## src/rtl/sc_pkg.sv

```systemverilog
package sc_pkg;
    localparam int DATA_W = 8;
    localparam int CRC_W  = 3;
    localparam logic [7:0] PREAMBLE = 8'b1111_0000;

    typedef enum logic [2:0] {
        ST_IDLE, ST_TUNNEL, ST_INJECT, ST_SELECT, ST_READ, ST_SCAN
    } st_e;

    typedef enum logic [1:0] {PH_REQ, PH_WAIT, PH_TX} ph_e;

    // serial CRC over x^3+x+1, register cleared, data MSB first
    function automatic logic [CRC_W-1:0] crc3(input logic [DATA_W-1:0] d);
        logic [CRC_W-1:0] c;
        logic fb;
        c = '0;
        for (int i = DATA_W - 1; i >= 0; i--) begin
            fb = c[2] ^ d[i];
            c  = {c[1], c[0] ^ fb, fb};
        end
        return c;
    endfunction
endpackage

```

## src/rtl/sc_cmd_rx.sv

```systemverilog
module sc_cmd_rx (
    input  logic       clk,
    input  logic       rst_n,
    input  logic       sof,
    input  logic       stb,
    input  logic       half,
    output logic       vld,
    output logic [3:0] code
);
    localparam int NHALF = 10;

    typedef struct packed {
        logic [3:0] cnt;
        logic [8:0] sr;
        logic       vld;
        logic [3:0] code;
    } rx_t;

    rx_t r_q, r_d;
    logic [9:0] full;
    logic [4:0] bits;
    logic       sym_ok;

    always_comb begin
        full   = {r_q.sr, half};
        sym_ok = 1'b1;
        for (int i = 0; i < 5; i++) begin
            sym_ok      = sym_ok & (full[9-2*i] ^ full[8-2*i]);
            bits[4-i]   = full[9-2*i];
        end
        r_d     = r_q;
        r_d.vld = 1'b0;
        if (sof) begin
            r_d.cnt = '0;
        end else if (stb) begin
            if (r_q.cnt == 4'(NHALF - 1)) begin
                r_d.cnt  = '0;
                r_d.vld  = sym_ok & ~(^bits);
                r_d.code = bits[4:1];
            end else begin
                r_d.cnt = r_q.cnt + 4'd1;
                r_d.sr  = {r_q.sr[7:0], half};
            end
        end
    end

    always_ff @(posedge clk or negedge rst_n) begin
        if (!rst_n) r_q <= '0;
        else        r_q <= r_d;
    end

    assign vld  = r_q.vld;
    assign code = r_q.code;
endmodule

```

## src/rtl/sc_uplink_tx.sv

```systemverilog
module sc_uplink_tx
    import sc_pkg::*;
#(
    parameter int HALF_CYC = 4
) (
    input  logic              clk,
    input  logic              rst_n,
    input  logic              start,
    input  logic [DATA_W-1:0] data,
    output logic              done,
    output logic              mod_out
);
    localparam int FW  = 8 + DATA_W + CRC_W;
    localparam int BW  = $clog2(FW);
    localparam int TW  = (HALF_CYC > 1) ? $clog2(HALF_CYC) : 1;

    typedef struct packed {
        logic          busy;
        logic [FW-1:0] frame;
        logic [BW-1:0] bidx;
        logic          second;
        logic [TW-1:0] tick;
    } tx_t;

    tx_t t_q, t_d;
    logic half_end;

    always_comb begin
        t_d      = t_q;
        half_end = t_q.busy && (t_q.tick == TW'(HALF_CYC - 1));
        done     = half_end && t_q.second && (t_q.bidx == '0);
        if (start && !t_q.busy) begin
            t_d.busy   = 1'b1;
            t_d.frame  = {PREAMBLE, data, crc3(data)};
            t_d.bidx   = BW'(FW - 1);
            t_d.second = 1'b0;
            t_d.tick   = '0;
        end else if (t_q.busy) begin
            if (half_end) begin
                t_d.tick = '0;
                if (!t_q.second) begin
                    t_d.second = 1'b1;
                end else begin
                    t_d.second = 1'b0;
                    if (t_q.bidx == '0) t_d.busy = 1'b0;
                    else                t_d.bidx = t_q.bidx - 1'b1;
                end
            end else begin
                t_d.tick = t_q.tick + 1'b1;
            end
        end
    end

    always_ff @(posedge clk or negedge rst_n) begin
        if (!rst_n) t_q <= '0;
        else        t_q <= t_d;
    end

    assign mod_out = t_q.busy & (t_q.frame[t_q.bidx] ^ t_q.second);
endmodule

```

## src/rtl/sensor_ctrl.sv

```systemverilog
module sensor_ctrl
    import sc_pkg::*;
#(
    parameter int NUM_CH    = 4,
    parameter int PULSE_LEN = 16,
    parameter int HALF_CYC  = 4,
    localparam int CH_W     = $clog2(NUM_CH)
) (
    input  logic              clk,
    input  logic              rst_n,
    input  logic              cmd_sof,
    input  logic              cmd_stb,
    input  logic              cmd_half,
    input  logic              adc_done,
    input  logic [DATA_W-1:0] adc_data,
    output logic              tun_en,
    output logic              inj_en,
    output logic              sel_en,
    output logic [CH_W-1:0]   ch_sel,
    output logic              adc_start,
    output logic              mod_out
);
    localparam int CNT_W = $clog2(PULSE_LEN + 1);

    typedef struct packed {
        st_e             st;
        ph_e             ph;
        logic [CNT_W-1:0] cnt;
        logic [CH_W-1:0] ch;
        logic            stop;
    } fsm_t;

    fsm_t f_q, f_d;
    logic       cmd_vld;
    logic [3:0] cmd_code;
    logic       tx_start, tx_done;
    logic [CH_W-1:0] ch_inc;

    sc_cmd_rx u_rx (
        .clk  (clk),
        .rst_n(rst_n),
        .sof  (cmd_sof),
        .stb  (cmd_stb),
        .half (cmd_half),
        .vld  (cmd_vld),
        .code (cmd_code)
    );

    sc_uplink_tx #(.HALF_CYC(HALF_CYC)) u_tx (
        .clk    (clk),
        .rst_n  (rst_n),
        .start  (tx_start),
        .data   (adc_data),
        .done   (tx_done),
        .mod_out(mod_out)
    );

    assign ch_inc = (f_q.ch == CH_W'(NUM_CH - 1)) ? '0 : f_q.ch + 1'b1;

    always_comb begin
        f_d      = f_q;
        tx_start = 1'b0;
        unique case (f_q.st)
            ST_IDLE: begin
                if (cmd_vld) begin
                    f_d.cnt = '0;
                    f_d.ph  = PH_REQ;
                    case (cmd_code)
                        4'd1: f_d.st = ST_TUNNEL;
                        4'd2: f_d.st = ST_INJECT;
                        4'd3: f_d.st = ST_SELECT;
                        4'd4: f_d.st = ST_READ;
                        4'd5: begin
                            f_d.st   = ST_SCAN;
                            f_d.ch   = '0;
                            f_d.stop = 1'b0;
                        end
                        default: ;
                    endcase
                end
            end
            ST_TUNNEL, ST_INJECT: begin
                if (f_q.cnt == CNT_W'(PULSE_LEN - 1)) f_d.st = ST_IDLE;
                else                                  f_d.cnt = f_q.cnt + 1'b1;
            end
            ST_SELECT: begin
                f_d.ch = ch_inc;
                f_d.st = ST_IDLE;
            end
            ST_READ, ST_SCAN: begin
                if (f_q.st == ST_SCAN && cmd_vld && cmd_code == 4'd0)
                    f_d.stop = 1'b1;
                unique case (f_q.ph)
                    PH_REQ:  f_d.ph = PH_WAIT;
                    PH_WAIT: begin
                        if (adc_done) begin
                            tx_start = 1'b1;
                            f_d.ph   = PH_TX;
                        end
                    end
                    PH_TX: begin
                        if (tx_done) begin
                            if (f_q.st == ST_READ || f_d.stop) begin
                                f_d.st = ST_IDLE;
                            end else begin
                                f_d.ch = ch_inc;
                                f_d.ph = PH_REQ;
                            end
                        end
                    end
                    default: f_d.ph = PH_REQ;
                endcase
            end
            default: f_d.st = ST_IDLE;
        endcase
    end

    always_ff @(posedge clk or negedge rst_n) begin
        if (!rst_n) f_q <= '{st: ST_IDLE, ph: PH_REQ, cnt: '0, ch: '0, stop: 1'b0};
        else        f_q <= f_d;
    end

    assign tun_en    = (f_q.st == ST_TUNNEL);
    assign inj_en    = (f_q.st == ST_INJECT);
    assign sel_en    = (f_q.st == ST_SELECT);
    assign adc_start = (f_q.st == ST_READ || f_q.st == ST_SCAN) && (f_q.ph == PH_REQ);
    assign ch_sel    = f_q.ch;
endmodule

```

## config.mk

```make
export PLATFORM = sky130hd
export DESIGN_NAME = sensor_ctrl
export DESIGN_NICKNAME = d
export VERILOG_FILES = /design/src/rtl/sc_pkg.sv /design/src/rtl/sc_cmd_rx.sv /design/src/rtl/sc_uplink_tx.sv /design/src/rtl/sensor_ctrl.sv
export SDC_FILE = /design/constraint.sdc
export NUM_CORES = 1
export LEC_CHECK = 0
export BUFFER_PORTS_ARGS = -buffer_cell sky130_fd_sc_hd__buf_2
export CORE_UTILIZATION = 33
export CTS_CLUSTER_DIAMETER = 150
export DETAILED_ROUTE_END_ITERATION = 7
export GPL_TIMING_DRIVEN = 1
export PLACE_DENSITY = 0.6
export SLEW_MARGIN = 10
export SYNTH_ARGS = -nofsm -noshare
export SYNTH_HDL_FRONTEND = slang
export SYNTH_HIERARCHICAL = 1
export SYNTH_SLANG_ARGS = --single-unit
```

## constraint.sdc

```tcl
create_clock -name clk -period 2.24 [get_ports clk]
set_clock_uncertainty 0.2 [all_clocks]
set_input_delay 0.112 -clock clk [delete_from_list [all_inputs] [get_ports clk]]
set_output_delay 0.112 -clock clk [all_outputs]
set_load 0.1 [all_outputs]
```

==> results.cfg <==
[grt]
grt_pass1_vias = 1960
grt_usage = 0.1235
grt_pass1_wl_um = 8838
antenna_found_initial = 0
grt_max_degree = 34
grt-ovfl-total = 0

[cells_and_area]
fin_area_sq_um = 3437
final_util = 0.4141
syn_to_final_growth_pct = 20.01
nets = 346
n_antenna_cell = 0
drive_gt1_frac = 0.2546

[outcome]
outcome = finished, violations left
violations = negative setup slack

[pwr]
p_leak_nw = 1.623
power_density_nw_per_um2 = 597.0
power.total_w = 0.002052
ir_drop_mv = 0.3398

[setup_path]
critPathKind = reg2out
cp-end-kind = primary output
cp.required_ps = 1930
worstPathArrival_ps = 2260
critPathMaxFanout = 3
worst_setup_path_start_kind = flop

[detailed_routing]
viasPerCell = 4.812
drt-met1-wl_um = 2549
wl_met3_um = 129
dr.pass1.iters = 4
ant_nets = 0
num_vias = 2074
wl_um = 5162
drt_iter0_markers = 69
topRoutingLayerUsed = met4
wl_per_cell_um = 11.98
drc = 0
wl_met2_um = 2395

[timing]
rsz0062_at_grt = yes
report.final.slew_viol_count = 0
fin_crit_sh = 1.150
slew_headroom = 0.4986
tightest_slew_ps = 752.1
hold_viol = 0
post-route-min-period_ps = 2576
setup_slack_ps = -336.4
fmax_mhz = 388.1
setup_viol = 1

[floorplanning]
initial_core_util = 0.3451
core_area_sq_um = 8299
io_pins = 21
num_rows = 33
die_w_um = 95.16
chipHeight_um = 95.16
dieArea_sq_um = 9055

[placement]
hpwl_um = 3647
port_buffers = 20
gp_congestion = 0.7797
dp_slack_ps = -121.6
placed_cell_area_sq_um = 3153

[worst_hold_path]
hold_class = in2async

[logic_synthesis]
ys_seq_area_frac = 0.4543
synth_top_flop_cell = dfrtp_1
ys_warn_count = 6
synth_cells = 281
syn-cell-area_sq_um = 2864
syn-num-nets = 302
ys_seq_elements = 52
synth_edf_count = 0
synthArstFlopShare = 1.000
syn_area_per_cell_sq_um = 10.19
ys_types = 54

[cts]
clk_pin_slew_ps = 90
htreeDepth = 2
clock-sinks = 52
cts-root-buf = clkbuf_8
cts_buffers = 5
cts_buffer_depth = 2
clk_latency_ps = 300
cts_tree = yes

[job]
max_cap_violations = 0
==> Yosys cell counts (3+ instances only) <==
master	number	area, sq um
mux2i_1	4	40.04
nor2_1	13	48.80
clkbuf_1	3	11.26
buf_2	4	20.02
xnor2_1	9	78.83
dfrtp_1	52	1301
nor2b_1	5	31.28
mux2_2	9	101.4
nand2_1	53	198.9
mux2_4	4	60.06
nand2b_1	10	62.56
a21oi_1	6	30.03
ha_1	7	87.58
buf_4	7	52.55
nand3_1	6	30.03
xor2_1	11	96.34
inv_1	10	37.54
o21ai_0	14	70.07
nand4_1	4	25.02
and2_1	3	18.77
==> final cells by class <==
type | instances | area [sq um]
Inverter | 10 | 37.54
Clock buffer | 5 | 68.82
Clock inverter | 3 | 42.54
Fill cell | 827 | 4862
Timing Repair Buffer | 53 | 397.9
Multi-Input combinational cell | 203 | 1456
Sequential cell | 52 | 1303
Tap cell | 105 | 131.4
==> power breakdown <==
part	internal [W]	leakage, nW	switching (W)
clock	0.000331	0.0541	0.000310
sequential	0.00101	0.671	0.0000842
combinational	0.000198	0.897	0.000122
total	0.00154	1.62	0.000516
==> cells by family (layout without fill, tap and decap cells) <==
family                   count (synthesis)  in the layout  share of synthesized area
AO/OA/AOI/OAI                           41             41                     0.1018
XOR/XNOR                                22             22                    0.07689
adder cells (fa/ha/maj)                  7              7                    0.03058
buffers and inverters                   26             71                    0.05024
flip-flops                              52             52                     0.4543
multiplexers                            19             19                    0.08607
AND/OR/NAND/NOR                        114            114                     0.2001
==> cell usage in the layout (no fill, tap or decap), types with 3 or more instances in the layout <==
cell type / count
nand2_1: 53
dfrtp_1: 51
buf_2: 19
buf_4: 19
dlygate4sd3_1: 14
o21ai_0: 13
nor2_1: 11
xor2_1: 11
nand2b_1: 10
inv_1: 9
xnor2_1: 9
mux2_2: 9
nand3_1: 6
a21oi_1: 6
nor2b_1: 5
ha_1: 5
clkbuf_8: 5
nand4_1: 4
mux2_4: 4
and2_1: 3
nor3_2: 3
mux2i_1: 3
==> metrics by stage <==
step / setup TNS (ps) / cells / hold slack, ps
after floorplan: -640.9 / 281 / -383.6
after global placement: -212.5 / 408 / 31.56
after detailed placement: -298.1 / 408 / 30.66
after CTS: -462.6 / 431 / 231.8
after global routing: -692.2 / 431 / 281.8
final: -336.4 / 431 / 205.0
==> flip-flops by register name (all words and copies together), names as in the netlist <==
| register | flops |
|---|---|
| u_rx/vld | 1 |
| u_rx/bits | 5 |
| f_q | 11 |
| u_rx/full | 4 |
| u_rx/code | 4 |
| u_tx/t_q | 21 |
| u_rx/r_q | 4 |
| ch_sel | 2 |
==> repair_timing <==
action                                  in CTS  in global routing
endpoints found under the setup margin       5                  8
pin swaps                                    5                  3
hold buffers                                14                  0
buffers inserted                             1                  0
hold endpoints to repair                    48                  0
resized for setup                            5                  3
==> layer usage <==
metal	vias up	global-route usage
li1	1041	-
met1	994	0.1667
met2	31	0.1994
met3	8	0.01675
met4	0	0.04924
met5	-	0
==> critical path: stages (launching register included) <==
cell	delay, ps
dfrtp_2	410
mux4_2	490
nor2b_1	140
o2111a_1	230
a41oi_2	190
mux2i_2	290
buf_12	210
==> path summary, 6_finish.rpt <==
kind | start | endpoint | slack, ps | cells past startpoint
setup / recovery | u_tx/t_q[3]$_DFFE_PN0P_ | mod_out | -340 | 6
max in group asynchronous | rst_n | u_rx/code[0]$_DFFE_PN0P_ | 990 | 3
min in group clk | u_tx/t_q[15]$_DFFE_PN0P_ | u_tx/t_q[15]$_DFFE_PN0P_ | 280 | 2
hold reg to reg | u_tx/t_q[15]$_DFFE_PN0P_ | u_tx/t_q[15]$_DFFE_PN0P_ | 280 | 2
setup reg to reg | u_tx/t_q[3]$_DFFE_PN0P_ | ch_sel[1]$_DFFE_PN0P_ | 20 | 9
hold / removal | rst_n | u_tx/t_q[23]$_DFFE_PN0P_ | 210 | 2
Note: power is estimated with default switching activity, not from simulation.
